--- src/rtl/la_pkg.sv ---
package la_pkg;
  typedef struct packed {
    logic gen;
    logic prop;
  } gp_t;
endpackage

--- src/rtl/la_col_pg.sv ---
module la_col_pg #(
  parameter int W = 4
) (
  input  logic [W-1:0] a_i,
  input  logic [W-1:0] b_i,
  output logic [W-1:0] g_o,
  output logic [W-1:0] p_o
);
  assign g_o = a_i & b_i;
  assign p_o = a_i | b_i;
endmodule

--- src/rtl/la_grp_gp.sv ---
module la_grp_gp
  import la_pkg::*;
#(
  parameter int W = 4
) (
  input  logic [W-1:0] g_i,
  input  logic [W-1:0] p_i,
  output gp_t          gp_o
);
  always_comb begin
    gp_o.gen  = g_i[0];
    gp_o.prop = p_i[0];
    for (int i = 1; i < W; i++) begin
      gp_o.gen  = g_i[i] | (p_i[i] & gp_o.gen);
      gp_o.prop = p_i[i] & gp_o.prop;
    end
  end
endmodule

--- src/rtl/la_grp_sum.sv ---
module la_grp_sum #(
  parameter int W = 4
) (
  input  logic [W-1:0] a_i,
  input  logic [W-1:0] b_i,
  input  logic [W-1:0] g_i,
  input  logic [W-1:0] p_i,
  input  logic         c_i,
  output logic [W-1:0] s_o
);
  logic c;
  always_comb begin
    c = c_i;
    for (int i = 0; i < W; i++) begin
      s_o[i] = a_i[i] ^ b_i[i] ^ c;
      c      = g_i[i] | (p_i[i] & c);
    end
  end
endmodule

--- src/rtl/la_carry_step.sv ---
module la_carry_step
  import la_pkg::*;
(
  input  gp_t  gp_i,
  input  logic c_i,
  output logic c_o
);
  assign c_o = gp_i.gen | (gp_i.prop & c_i);
endmodule

--- src/rtl/lookahead_adder.sv ---
module lookahead_adder
  import la_pkg::*;
#(
  parameter int WIDTH = 32,
  parameter int BLK   = 4
) (
  input  logic [WIDTH-1:0] opa_i,
  input  logic [WIDTH-1:0] opb_i,
  input  logic             cin_i,
  output logic [WIDTH-1:0] sum_o,
  output logic             cout_o
);
  localparam int NGRP = WIDTH / BLK;

  if ((WIDTH % BLK) != 0 || BLK < 1) begin : g_bad_cfg
    $error("WIDTH must be a multiple of BLK");
  end

  logic [NGRP:0] grp_c;
  gp_t           grp_gp [NGRP];

  assign grp_c[0] = cin_i;

  for (genvar j = 0; j < NGRP; j++) begin : g_grp
    logic [BLK-1:0] g;
    logic [BLK-1:0] p;

    la_col_pg #(.W(BLK)) u_pg (
      .a_i (opa_i[j*BLK +: BLK]),
      .b_i (opb_i[j*BLK +: BLK]),
      .g_o (g),
      .p_o (p)
    );

    la_grp_gp #(.W(BLK)) u_gp (
      .g_i  (g),
      .p_i  (p),
      .gp_o (grp_gp[j])
    );

    la_carry_step u_step (
      .gp_i (grp_gp[j]),
      .c_i  (grp_c[j]),
      .c_o  (grp_c[j+1])
    );

    la_grp_sum #(.W(BLK)) u_sum (
      .a_i (opa_i[j*BLK +: BLK]),
      .b_i (opb_i[j*BLK +: BLK]),
      .g_i (g),
      .p_i (p),
      .c_i (grp_c[j]),
      .s_o (sum_o[j*BLK +: BLK])
    );
  end

  assign cout_o = grp_c[NGRP];
endmodule

--- config.mk ---
export PLATFORM = sky130hd
export DESIGN_NAME = lookahead_adder
export DESIGN_NICKNAME = d
export VERILOG_FILES = /design/src/rtl/la_pkg.sv /design/src/rtl/la_col_pg.sv /design/src/rtl/la_grp_gp.sv /design/src/rtl/la_grp_sum.sv /design/src/rtl/la_carry_step.sv /design/src/rtl/lookahead_adder.sv
export SDC_FILE = /design/constraint.sdc
export NUM_CORES = 1
export LEC_CHECK = 0
export ABC_AREA = 1
export CAP_MARGIN = 20
export CORE_MARGIN = 5
export CORE_UTILIZATION = 43
export DETAILED_ROUTE_END_ITERATION = 12
export GPL_ROUTABILITY_DRIVEN = 0
export PLACE_DENSITY = 0.83
export SYNTH_ARGS = -nofsm -noshare
export SYNTH_HDL_FRONTEND = slang
export SYNTH_SLANG_ARGS = --single-unit
--- constraint.sdc ---
create_clock -name vclk -period 6.6
set_clock_uncertainty 0.15 [all_clocks]
set_input_delay 1.98 -clock vclk [all_inputs]
set_output_delay 1.98 -clock vclk [all_outputs]
set_load 0.01 [all_outputs]
* After elaboration in Yosys (flattened, before gate mapping)
Cells that the tools add are included.
** Word-level totals
- Register bits :: 0
- Bits in latches :: 0
- Memory bits (writable) :: 0
- ROM bits :: 0
- Bits of input ports :: 65
- Output and inout bits :: 33
- Logic and storage cells :: 216
- Memories kept :: 0
** Cells by class
- Add/subtract/negate cells :: 0
- Multiply operators :: 0
- Div/mod/pow operators :: 0
- Order comparisons :: 0
- Equal/unequal tests :: 0
- Shift operators :: 0
- Mux-type cells :: 0
- Bitwise logic cells :: 216
- Reduce and logical (&&, ||, !) cells :: 0
** Operators with widths (number)
- AND 1 bit :: 80
- XOR 1 bit :: 64
- bitwise OR 1 bit :: 56
- AND 4 bit :: 8
- bitwise OR 4 bit :: 8

* Depth between registers and ports, before layout
- Depth in word-level cells :: 27
- Mapped depth :: 23
- Mapped depth without buffers :: 23

* By module
Synthesis repeated with hierarchy kept, for this count alone.
** Second synthesis, totals
- Cell total of the unflattened synthesis :: 424
- Area total of the unflattened synthesis :: 1991.9 µm²
** By module, submodules not included
- la_grp_sum :: times used 8, cells each 20, area each 121.4 µm², seq. area each 0.0 µm²
- la_col_pg :: times used 8, cells each 20, area each 75.1 µm², seq. area each 0.0 µm²
- la_grp_gp :: times used 8, cells each 10, area each 41.3 µm², seq. area each 0.0 µm²
- la_carry_step :: times used 8, cells each 3, area each 11.3 µm², seq. area each 0.0 µm²

* Worst setup path after synthesis
OpenSTA, ideal clock, no wires.
- Path type :: input -> output
- From :: in opa_i[6]
- To :: out sum_o[31]
- Arrival time :: 4452 ps
- Required time :: 4470 ps
- Setup slack :: 18 ps
- Stages on the path :: 21
- Buffers on the path :: 0
- Path through :: inv_1 -> ha_1 -> inv_2 -> a21oi_1 -> a21oi_1 -> nor2_1 -> nand2_1 -> nand2_1 -> nand2_2 -> nand2_2 -> nand2_2 -> nand2_2 -> nand2_2 -> nand2_2 -> nand2_2 -> nand2_2 -> nand2_2 -> fa_1 -> fa_1 -> fa_1 -> xor2_1
** On the way
- Longest elaborated chain between the ends :: 23
- Elaborated cells between the ends (all ways) :: 27
- Those cells by class :: 27 x bitwise
** Ends and longest elaborated chain
- start: declaration :: line lookahead_adder.sv:7 : input logic [WIDTH-1:0] opa_i,
- bitwise OR 4 bit :: line la_col_pg.sv:10 : assign p_o = a_i | b_i;
- AND 1 bit :: line la_grp_gp.sv:14 : gp_o.gen = g_i[i] | (p_i[i] & gp_o.gen);
- bitwise OR 1 bit :: line la_grp_gp.sv:14
- AND 1 bit :: line la_grp_gp.sv:14
- bitwise OR 1 bit :: line la_grp_gp.sv:14
- bitwise OR 1 bit (*) :: line la_carry_step.sv:8 : assign c_o = gp_i.gen | (gp_i.prop & c_i);
- AND 1 bit (*) :: line la_carry_step.sv:8
- bitwise OR 1 bit (*) :: line la_carry_step.sv:8
- [7 not listed]
- bitwise OR 1 bit (*) :: line la_carry_step.sv:8
- AND 1 bit (*) :: line la_grp_sum.sv:16 : c = g_i[i] | (p_i[i] & c);
- bitwise OR 1 bit (*) :: line la_grp_sum.sv:16
- AND 1 bit (*) :: line la_grp_sum.sv:16
- bitwise OR 1 bit (*) :: line la_grp_sum.sv:16
- AND 1 bit (*) :: line la_grp_sum.sv:16
- bitwise OR 1 bit (*) :: line la_grp_sum.sv:16
- XOR 1 bit (*) :: line la_grp_sum.sv:15 : s_o[i] = a_i[i] ^ b_i[i] ^ c;
- end: declaration :: line lookahead_adder.sv:10 : output logic [WIDTH-1:0] sum_o,
Mark *: on every way between the ends. The rest lies on a longest branch, timed or not.

* Final worst setup path
- From :: in opa_i[9]
- To :: out sum_o[30]
** On the way
- Longest elaborated chain between the ends :: 21
- Elaborated cells between the ends (all ways) :: 26
- Those cells by class :: 26 x bitwise
** Ends and longest elaborated chain (line)
- bitwise OR 4 bit :: la_col_pg.sv:10
- AND 1 bit :: la_grp_gp.sv:14
- bitwise OR 1 bit :: la_grp_gp.sv:14
- AND 1 bit :: la_grp_gp.sv:14
- bitwise OR 1 bit :: la_grp_gp.sv:14
- AND 1 bit :: la_grp_gp.sv:14
- bitwise OR 1 bit :: la_grp_gp.sv:14
- bitwise OR 1 bit (*) :: la_carry_step.sv:8
- [5 not listed]
- bitwise OR 1 bit (*) :: la_carry_step.sv:8
- AND 1 bit (*) :: la_carry_step.sv:8
- bitwise OR 1 bit (*) :: la_carry_step.sv:8
- AND 1 bit (*) :: la_grp_sum.sv:16
- bitwise OR 1 bit (*) :: la_grp_sum.sv:16
- AND 1 bit (*) :: la_grp_sum.sv:16
- bitwise OR 1 bit (*) :: la_grp_sum.sv:16
- XOR 1 bit (*) :: la_grp_sum.sv:15
Marks and branches as above.

==> reports/results.ini <==
[power_and_ir_drop]
power_density_nw_per_um2 = 83.09
total_power_mw = 0.3137
peakVddDrop_mv = 0.04962
power_leakage_nw = 2.011

[grt]
grt_pass1_vias = 2400
grt_max_degree = 4
grt-ovfl-total = 0
grt_use_total = 0.2105
grt_pass1_wl_mm = 10.70
antenna_found_initial = 0

[floorplan]
pin_count = 98
start_util = 0.4521
rows = 24
core_area_sq_um = 4444
die-area_sq_um = 6140
die_h_microns = 78.36
die_w_microns = 78.36

[timing]
clock.fmax_mhz = 146.3
relSlewSlack = 0.7904
whs_ns = 4.314
finalSetupTns_ns = -1.349
post-route-worst-setup-slack_ns = -0.2343
setup_violations = 10
tightestPinTransition_ns = 0.3116
post-route-period-util = 1.036
hold_viol_final = 0
period_needed_ns = 6.834
rsz0062_at_grt = yes
maxSlewViolCount = 0

[finish]
diodes = 0
clockBufferCount = 0
fin_util = 0.8494
fin_area_sq_um = 3775
area_delta_synth_final_pct = 87.86
seq_area_sq_um = 0
final_nets = 562
num-fill-cells = 246
seq_cell_count = 0
drive_gt1_frac = 0.4767

[synth]
synthesis.area_sq_um = 2009
synth_nets = 394
synth.distinct_cells = 20
yosysWarnings = 0
synth.top_cell.area_share = 0.3985
yosys.area.top_type = ha_1
syn_inst = 241
avgSynthCellArea_sq_um = 8.338
seq_area_frac_synth = 0
yosys-top-cells-area = ha_1 40%, fa_1 24%, inv_1 16%, a21oi_1 3.0%, nand2_2 2.8%

[critical_path]
cpMostUsedCell = nand2_2
cp.arrival_ns = 4.70
crit_fanout = 3
cp-start-kind = input pin
cp_cell_sequence = buf_6, inv_4, ha_4, inv_2, a21oi_2, nor2_1, nor2_1, nor2_1, nor2_1, nand2_2, nand2_2, nand2_2, nand2_2, nand2_2, nand2_2, nand2_2, nand2_2, nand2_2, fa_2, fa_2, fa_2, buf_6
required_ns = 4.47
critPathCaptureType = output pin
cp_slowest_stage_delay_ns = 0.54
critPathKind = input pin to output pin
cp_slowest_cell = fa_2

[worst_hold_path]
hold_class = input pin to output pin

[route]
ant_nets = 0
drtPass1Iterations = 4
post-route-drc-count = 0
vias_per_cell = 4.536
detail_route.wl_per_cell_microns = 14.33
vias = 2082
routed_wirelength_mm = 6.579
drtIter0Drc = 31

[flow_run]
maxCapViolations = 0

[placement]
dp_hpwl_mm = 4.939
placed_area_sq_um = 3453
io_buffers = 98

[run_status]
status = finished with violations
violations = setup timing

[clock_network]
cts_hold_buf = 0

## layer usage
metal  GRT usage  wire, microns  vias to the layer above  part of all wire
met2      0.4606           4047                       59              0.62
met3     0.01945            236                       10             0.036
met1      0.2052           2166                      996              0.33
met4     0.04895            127                        0             0.019
met5           0              0                        -                 0
li1            -              -                     1017                 -
## per-stage QoR
stage | setup WS, ns | instances
2_1_floorplan | 0.01783 | 241
3_3_place_gp | -1.002 | 444
3_5_place_dp | -1.168 | 444
4_1_cts | -0.2676 | 458
5_1_grt | -0.4498 | 459
6_report | -0.2343 | 459
## power by group
part | internal (mW) | switching, mW | total [mW]
combinational | 0.172 | 0.142 | 0.314
sequential | 0 | 0 | 0
clock | 0 | 0 | 0
## repair_timing
item,CTS,global route
gates resized for setup,252,32
gates cloned,0,0
setup endpoints to repair,26,19
pin swaps,41,32
buffers inserted,14,2
## cell usage in the layout (no fill, tap or decap), types with 2 or more instances in the layout
cell type and instances:
o21bai_1 4, nor4_4 3, ha_1 42, ha_2 12, fa_2 17, inv_2 13
clkdlybuf4s15_1 6, buf_6 10, buf_2 20, a21oi_2 5, buf_4 67, nor4_1 2
dlygate4sd2_1 20, xor2_1 6, nor2_1 6, inv_4 7, a21oi_1 6, nor2_2 2
clkdlybuf4s50_1 36, nand2_1 5, inv_1 68, nand2_2 12, ha_4 10, fa_1 7
nand3_2 3, buf_8 2, clkbuf_2 3
## worst paths after layout
check                      from         to  depth (start not counted)
worst max-delay path   opa_i[9]  sum_o[30]                         22
worst min-delay path  opb_i[10]  sum_o[11]                          4
## cell usage after synthesis, drive strengths merged
| cell | instances |
|---|---|
| nand2 | 18 |
| fa | 24 |
| nand3 | 4 |
| inv | 88 |
| a21oi | 12 |
| nor2 | 8 |
| nor3 | 2 |
| clkinv | 1 |
| o21bai | 4 |
| xnor2 | 2 |
| nor4 | 6 |
| and2 | 1 |
| ha | 64 |
| a211oi | 1 |
| xor2 | 6 |
## final cells by class
class                      instances  area, sq um  share of cell area
inverter                          89        352.8             0.09347
multi-input combinational        152         1977              0.5237
timing repair buffer             166         1380              0.3656
tap                               52        65.06             0.01724
## worst max-delay path: cells and delay by family
family	cells	cell delay [ns]
and+or+nand+nor	13	0.95
AOI/OAI and AO/OA	1	0.11
buffers and inverters	4	0.29
adders and majority gates	4	1.39
## cells by family after synthesis
kind of cell,share of synthesized area
AND/OR/NAND/NOR,0.1127
XOR/XNOR,0.03487
adder cells (fa/ha/maj),0.6376
AO/OA/AOI/OAI,0.04857
buffers and inverters,0.1663
(Power assumes the default switching activity.)
